**src/rtl/tiny5_pkg.sv**
```systemverilog
package tiny5_pkg;
    localparam int OPW = 4;

    typedef enum logic [OPW-1:0] {
        OP_IDLE0     = 4'd0,
        OP_PUT       = 4'd1,
        OP_SAVE_SUM  = 4'd2,
        OP_SUM_I     = 4'd3,
        OP_SUM_M     = 4'd4,
        OP_CONJ_I    = 4'd5,
        OP_CONJ_M    = 4'd6,
        OP_DIFF_I    = 4'd7,
        OP_DIFF_M    = 4'd8,
        OP_SAVE_CONJ = 4'd9,
        OP_SAVE_DIFF = 4'd10,
        OP_GO        = 4'd11,
        OP_FORK      = 4'd12,
        OP_EXIT_I    = 4'd13,
        OP_EXIT_M    = 4'd14,
        OP_IDLE1     = 4'd15
    } op_e;

    typedef enum logic {
        ST_RUN  = 1'b0,
        ST_HALT = 1'b1
    } st_e;
endpackage

```
**src/rtl/tiny5_imem.sv**
```systemverilog
module tiny5_imem #(
    parameter int AW = 5,
    parameter int IW = 14
) (
    input  logic          clk,
    input  logic          we,
    input  logic [AW-1:0] waddr,
    input  logic [IW-1:0] wdata,
    input  logic [AW-1:0] raddr,
    output logic [IW-1:0] rdata
);
    localparam int DEPTH = 1 << AW;

    logic [IW-1:0] store [DEPTH];

    always_ff @(posedge clk) begin
        if (we) begin
            store[waddr] <= wdata;
        end
    end

    assign rdata = store[raddr];
endmodule

```
**src/rtl/tiny5_dram.sv**
```systemverilog
module tiny5_dram #(
    parameter int AW = 5,
    parameter int DW = 5
) (
    input  logic          clk,
    input  logic          we,
    input  logic [AW-1:0] waddr,
    input  logic [DW-1:0] wdata,
    input  logic [AW-1:0] raddr_a,
    input  logic [AW-1:0] raddr_b,
    output logic [DW-1:0] rdata_a,
    output logic [DW-1:0] rdata_b
);
    localparam int DEPTH = 1 << AW;

    logic [DW-1:0] words [DEPTH];

    always_ff @(posedge clk) begin
        if (we) begin
            words[waddr] <= wdata;
        end
    end

    assign rdata_a = words[raddr_a];
    assign rdata_b = words[raddr_b];
endmodule

```
**src/rtl/tiny5_alu.sv**
```systemverilog
module tiny5_alu #(
    parameter int DW = 5
) (
    input  logic [DW-1:0] a,
    input  logic [DW-1:0] b,
    output logic [DW-1:0] sum,
    output logic [DW-1:0] conj,
    output logic [DW-1:0] diff
);
    always_comb begin
        sum  = a + b;
        conj = a & b;
        diff = a ^ b;
    end
endmodule

```
**src/rtl/tiny5_cpu.sv**
```systemverilog
module tiny5_cpu
    import tiny5_pkg::*;
#(
    parameter int FW = 5
) (
    input  logic                 clk,
    input  logic                 rst,
    input  logic                 ld_en,
    input  logic [FW-1:0]        ld_addr,
    input  logic [OPW+2*FW-1:0]  ld_word,
    output logic                 halted,
    output logic [FW-1:0]        ret_val
);
    localparam int IW = OPW + 2 * FW;

    st_e           state_q, state_d;
    logic [FW-1:0] pc_q, pc_d;
    logic [FW-1:0] sum_q, sum_d, conj_q, conj_d, diff_q, diff_d;
    logic [FW-1:0] ret_q, ret_d;

    logic [IW-1:0] instr;
    op_e           op;
    logic [FW-1:0] fld_a, fld_b;
    logic [FW-1:0] ram_a, ram_b;
    logic          ram_we;
    logic [FW-1:0] ram_waddr, ram_wdata;
    logic          use_mem;
    logic [FW-1:0] opnd_a, opnd_b;
    logic [FW-1:0] alu_sum, alu_conj, alu_diff;
    logic          run_now;

    tiny5_imem #(.AW(FW), .IW(IW)) imem_i (
        .clk   (clk),
        .we    (ld_en),
        .waddr (ld_addr),
        .wdata (ld_word),
        .raddr (pc_q),
        .rdata (instr)
    );

    assign op    = op_e'(instr[IW-1 -: OPW]);
    assign fld_a = instr[2*FW-1 -: FW];
    assign fld_b = instr[FW-1:0];

    tiny5_dram #(.AW(FW), .DW(FW)) dram_i (
        .clk     (clk),
        .we      (ram_we),
        .waddr   (ram_waddr),
        .wdata   (ram_wdata),
        .raddr_a (fld_a),
        .raddr_b (fld_b),
        .rdata_a (ram_a),
        .rdata_b (ram_b)
    );

    assign use_mem = (op == OP_SUM_M) || (op == OP_CONJ_M) || (op == OP_DIFF_M);
    assign opnd_a  = use_mem ? ram_a : fld_a;
    assign opnd_b  = use_mem ? ram_b : fld_b;

    tiny5_alu #(.DW(FW)) alu_i (
        .a    (opnd_a),
        .b    (opnd_b),
        .sum  (alu_sum),
        .conj (alu_conj),
        .diff (alu_diff)
    );

    assign run_now = (state_q == ST_RUN) && !ld_en;

    always_comb begin
        state_d   = state_q;
        pc_d      = pc_q;
        sum_d     = sum_q;
        conj_d    = conj_q;
        diff_d    = diff_q;
        ret_d     = ret_q;
        ram_we    = 1'b0;
        ram_waddr = fld_a;
        ram_wdata = fld_a;
        if (run_now) begin
            pc_d = pc_q + 1'b1;
            unique case (op)
                OP_IDLE0, OP_IDLE1: begin
                end
                OP_PUT: begin
                    ram_we    = 1'b1;
                    ram_waddr = fld_b;
                    ram_wdata = fld_a;
                end
                OP_SUM_I, OP_SUM_M:   sum_d  = alu_sum;
                OP_CONJ_I, OP_CONJ_M: conj_d = alu_conj;
                OP_DIFF_I, OP_DIFF_M: diff_d = alu_diff;
                OP_SAVE_SUM: begin
                    ram_we    = 1'b1;
                    ram_wdata = sum_q;
                end
                OP_SAVE_CONJ: begin
                    ram_we    = 1'b1;
                    ram_wdata = conj_q;
                end
                OP_SAVE_DIFF: begin
                    ram_we    = 1'b1;
                    ram_wdata = diff_q;
                end
                OP_GO:   pc_d = fld_a;
                OP_FORK: pc_d = (sum_q == '0) ? fld_a : fld_b;
                OP_EXIT_I: begin
                    state_d = ST_HALT;
                    pc_d    = pc_q;
                    ret_d   = fld_a;
                end
                OP_EXIT_M: begin
                    state_d = ST_HALT;
                    pc_d    = pc_q;
                    ret_d   = ram_a;
                end
                default: begin
                end
            endcase
        end
    end

    // state register
    always_ff @(posedge clk) begin
        if (rst) begin
            state_q <= ST_RUN;
        end else begin
            state_q <= state_d;
        end
    end

    // datapath and output registers
    always_ff @(posedge clk) begin
        if (rst) begin
            pc_q   <= '0;
            sum_q  <= '0;
            conj_q <= '0;
            diff_q <= '0;
            ret_q  <= '0;
        end else begin
            pc_q   <= pc_d;
            sum_q  <= sum_d;
            conj_q <= conj_d;
            diff_q <= diff_d;
            ret_q  <= ret_d;
        end
    end

    assign halted  = (state_q == ST_HALT);
    assign ret_val = ret_q;

    assert_halt_frozen_R10: assert property (@(posedge clk) disable iff (rst)
        (state_q == ST_HALT) |=> (state_q == ST_HALT) && $stable(pc_q) && $stable(ret_q));

    assert_no_ram_write_halted_R10: assert property (@(posedge clk) disable iff (rst)
        halted |-> !ram_we);

    assert_pc_step_R1: assert property (@(posedge clk) disable iff (rst)
        (run_now && (op == OP_IDLE0 || op == OP_IDLE1 || op == OP_PUT))
        |=> pc_q == FW'($past(pc_q) + 1'b1));

    assert_load_stall_R12: assert property (@(posedge clk) disable iff (rst)
        ld_en |=> $stable(pc_q) && $stable(sum_q));

    assert_sum_hold_R6: assert property (@(posedge clk) disable iff (rst)
        !(run_now && (op == OP_SUM_I || op == OP_SUM_M)) |=> $stable(sum_q));

    assert_fork_taken_R8: assert property (@(posedge clk) disable iff (rst)
        (run_now && op == OP_FORK && sum_q == '0) |=> pc_q == $past(fld_a));
endmodule

```
**config.mk**
```make
export PLATFORM = sky130hd
export DESIGN_NAME = tiny5_cpu
export DESIGN_NICKNAME = d
export VERILOG_FILES = /design/src/rtl/tiny5_pkg.sv /design/src/rtl/tiny5_imem.sv /design/src/rtl/tiny5_dram.sv /design/src/rtl/tiny5_alu.sv /design/src/rtl/tiny5_cpu.sv
export SDC_FILE = /design/constraint.sdc
export NUM_CORES = 1
export LEC_CHECK = 0
export ABC_AREA = 1
export BUFFER_PORTS_ARGS = -buffer_cell sky130_fd_sc_hd__buf_2
export CAP_MARGIN = 40
export CORE_MARGIN = 10
export CORE_UTILIZATION = 45
export DETAILED_ROUTE_END_ITERATION = 7
export PLACE_DENSITY = 0.63
export SYNTH_ARGS = -nofsm -noshare
export SYNTH_HDL_FRONTEND = slang
export SYNTH_SLANG_ARGS = --single-unit
```
**constraint.sdc**
```tcl
create_clock -name clk -period 7.4 [get_ports clk]
set_clock_uncertainty 0.05 [all_clocks]
set_input_delay 0.74 -clock clk [delete_from_list [all_inputs] [get_ports clk]]
set_output_delay 0.74 -clock clk [all_outputs]
set_load 0.03 [all_outputs]
```
==> results.toml <==
[sta]
rsz0062_at_grt = "false"
tightest_slew_ps = 980.1
setup_viol_count_final = 0
fmax_ghz = 0.1668
relSlewSlack = 0.3442
setup_ws_ps = 1403
layout_min_cycle_time_ps = 5997
hold_slack_ps = 360.6
fin_crit_sh = 0.8104
fin_tns_setup_ps = 0
slew_viol_final = 0
hold_viol = 0

[clock_network]
clk-insertion-delay-late_ps = 630
clkSinkCount = 639
postCtsSetupBuffers = 0
htree_num_levels = 3
ctsHoldBuffers = 0
clockRootBuffer = "clkbuf_16"
clockBufferDepth = 3
post_cts_resized = 0
cts_tree = "done"
clkSlewWorstSetupHoldPaths_ps = 60
cts-buffers-inserted = 70

[pwr]
power_mw = 14.21
p_leak_nw = 11.19
ir_drop_mv = 0.3097
power_density_nw_per_um2 = 451.5

[synthesis]
ys_ff_latch = 639
yosys_warnings = 0
syn_area_um2 = 28260
yosysTopAreaCellShare = 0.6461
netlist_instances = 2637
synth_top_area_cell = "edfxtp_1"
syn_nets = 2666
seq_area_frac_synth = 0.6680
postSynthAreaPerCell_um2 = 10.72
yosys-top-cells-area = "edfxtp_1, nand3_1, nand2_1"
ys_types = 38

[min_path]
hp-start = "rst"
hold_path_class = "primary input to flop"
hold_depth = 2

[grt]
grt_max_degree = 122
grt_first_pass_wirelength_um = 125200
grt_use_total = 0.2199
top_usage_layer = "met2"
antenna_found_initial = 1
overflow = 0
grt_use_met3 = 0.04067
grtUsageMet1 = 0.2987
gr-usage-met2 = 0.3457
grt_pass1_vias = 20320

[run_status]
status = "complete, no violations"

[worst_setup_path]
critPathMostFrequentCell = "nor2_1"
crit_path_start_kind = "flop"
crit_path_max_fanout = 58
crit_chain = "clkinv_2 -> buf_4 -> nor2_1 -> o21ai_1 -> o211ai_1 -> nand3_1 -> nand3_1 -> nand2_2 -> nor2_1 -> nand2_1 -> nand2_1 -> inv_1 -> nor2_1 -> inv_1 -> a21oi_1 -> nor2_1 -> ha_1 -> fa_1 -> nand3_1 -> nand2_1 -> xor2_1 -> o21ai_0 -> a21oi_1"
crit_type = "flop to flop"
r2r_slack_ps = 1400
end_kind = "flop"
cp_data_required_time_ps = 7850
max_stage_delay_ps = 790
cp.arrival_ps = 6450
reg2reg_depth = 23
slowest_stage = "dfxtp_4"

[route]
routed-via-count = 20970
drt_pre_antenna_iters = 7
wirelength_um = 82270
initialDrtViolationCount = 2605
routedWlPerCell_um = 23.30
drtAntennaViolNets = 0
drcViolationCount = 0
vias_per_cell = 5.939

[layout]
fin_util = 0.5081
final_area_um2 = 31470
fin_nets = 2675
drive_above_1_share = 0.09131
area_delta_synth_final_pct = 11.37
n_antenna_cell = 0
final_cells = 3531
n_fill_cell = 5487
final_common_cell = "edfxtp_1"
final_cell_mix = "edfxtp_1, nand2_1, nand3_1"

[place]
gp_congestion = 0.9013
pre_cts_ws_ps = 1508
port_buffers = 27
dpl.hpwl_um = 50090
placedInstanceArea_um2 = 29400
dp_cells = 3411

[floorplanning]
coreArea_um2 = 61940
dieArea_um2 = 73220
initial_utilization = 0.4562
die_x_um = 270.6
io_pins = 28
rows = 91
die_y_um = 270.6

[run]
drv_cap = 0
-- sequential cells by signal, summed over array words and instances, names as in the netlist, named ones only --
signal        count
sum_q             5
pc_q              5
imem_i.store    448
diff_q            5
halted            1
dram_i.words    160
ret_val           5
conj_q            5
-- logic make-up (layout without fill, tap and decap cells) --
| group | after synthesis | count (layout) | share of synthesized area |
|---|---|---|---|
| xor+xnor | 6 | 6 | 0.001860 |
| fa+ha+maj | 7 | 7 | 0.003365 |
| flops | 639 | 639 | 0.6680 |
| buf+inv | 279 | 336 | 0.04432 |
| compound gates | 348 | 348 | 0.07168 |
| simple gates | 1358 | 1358 | 0.2108 |
-- critical path, delay by kind of cell, from the launching register on --
family	cells	cell delay [ps]
buf+inv	4	1510
flops	1	790
xor+xnor	1	140
compound gates	5	590
simple gates	11	1940
fa+ha+maj	2	760
-- cells in the mapped netlist, drive strengths merged --
| library cell | count |
|---|---|
| inv | 114 |
| buf | 102 |
| dfxtp | 31 |
| nor3 | 1 |
| edfxtp | 608 |
| o21bai | 1 |
| clkinv | 1 |
| o21a | 1 |
| clkbuf | 62 |
| nor2 | 258 |
| a32o | 3 |
| o211ai | 19 |
| o221ai | 31 |
| nand2 | 537 |
| a21oi | 57 |
| o31ai | 3 |
| or2 | 1 |
| o21ai | 193 |
| nand3 | 526 |
| nand3b | 29 |
| a22o | 3 |
| fa | 1 |
| ha | 6 |
| a22oi | 1 |
| xor2 | 6 |
| nand4 | 6 |
| o22ai | 36 |
-- worst paths after layout --
| path | to |
|---|---|
| setup / recovery | sum_q[4]$_SDFFE_PP0P_ |
| setup reg to reg | sum_q[4]$_SDFFE_PP0P_ |
| hold reg to reg | diff_q[4]$_SDFFE_PP0P_ |
| hold / removal | sum_q[0]$_SDFFE_PP0P_ |
-- per-layer routing --
layer  share of wire  wire length, um  vias up
met5               0                0        -
met4           0.032             2615        0
met3           0.098             8102      182
met2            0.46            38250     1151
met1            0.40            33300    10230
li1                -                -     9410
-- power by group --
part | internal [mW] | leakage, nW | switching, mW
Clock | 1.79 | 1.01 | 1.41
Sequential | 4.43 | 5.73 | 0.126
Combinational | 1.75 | 4.45 | 4.71
-- cell type report --
cell class / count / area (um^2) / area share
inverter: 115 / 437.9 / 0.01391
clock buffer: 86 / 1853 / 0.05888
timing repair buffer: 101 / 843.3 / 0.02680
clock inverter: 34 / 222.7 / 0.007077
multi-input combinational: 1719 / 8180 / 0.2599
sequential: 639 / 18890 / 0.6001
tap: 837 / 1047 / 0.03328
(Power assumes the default switching activity.)
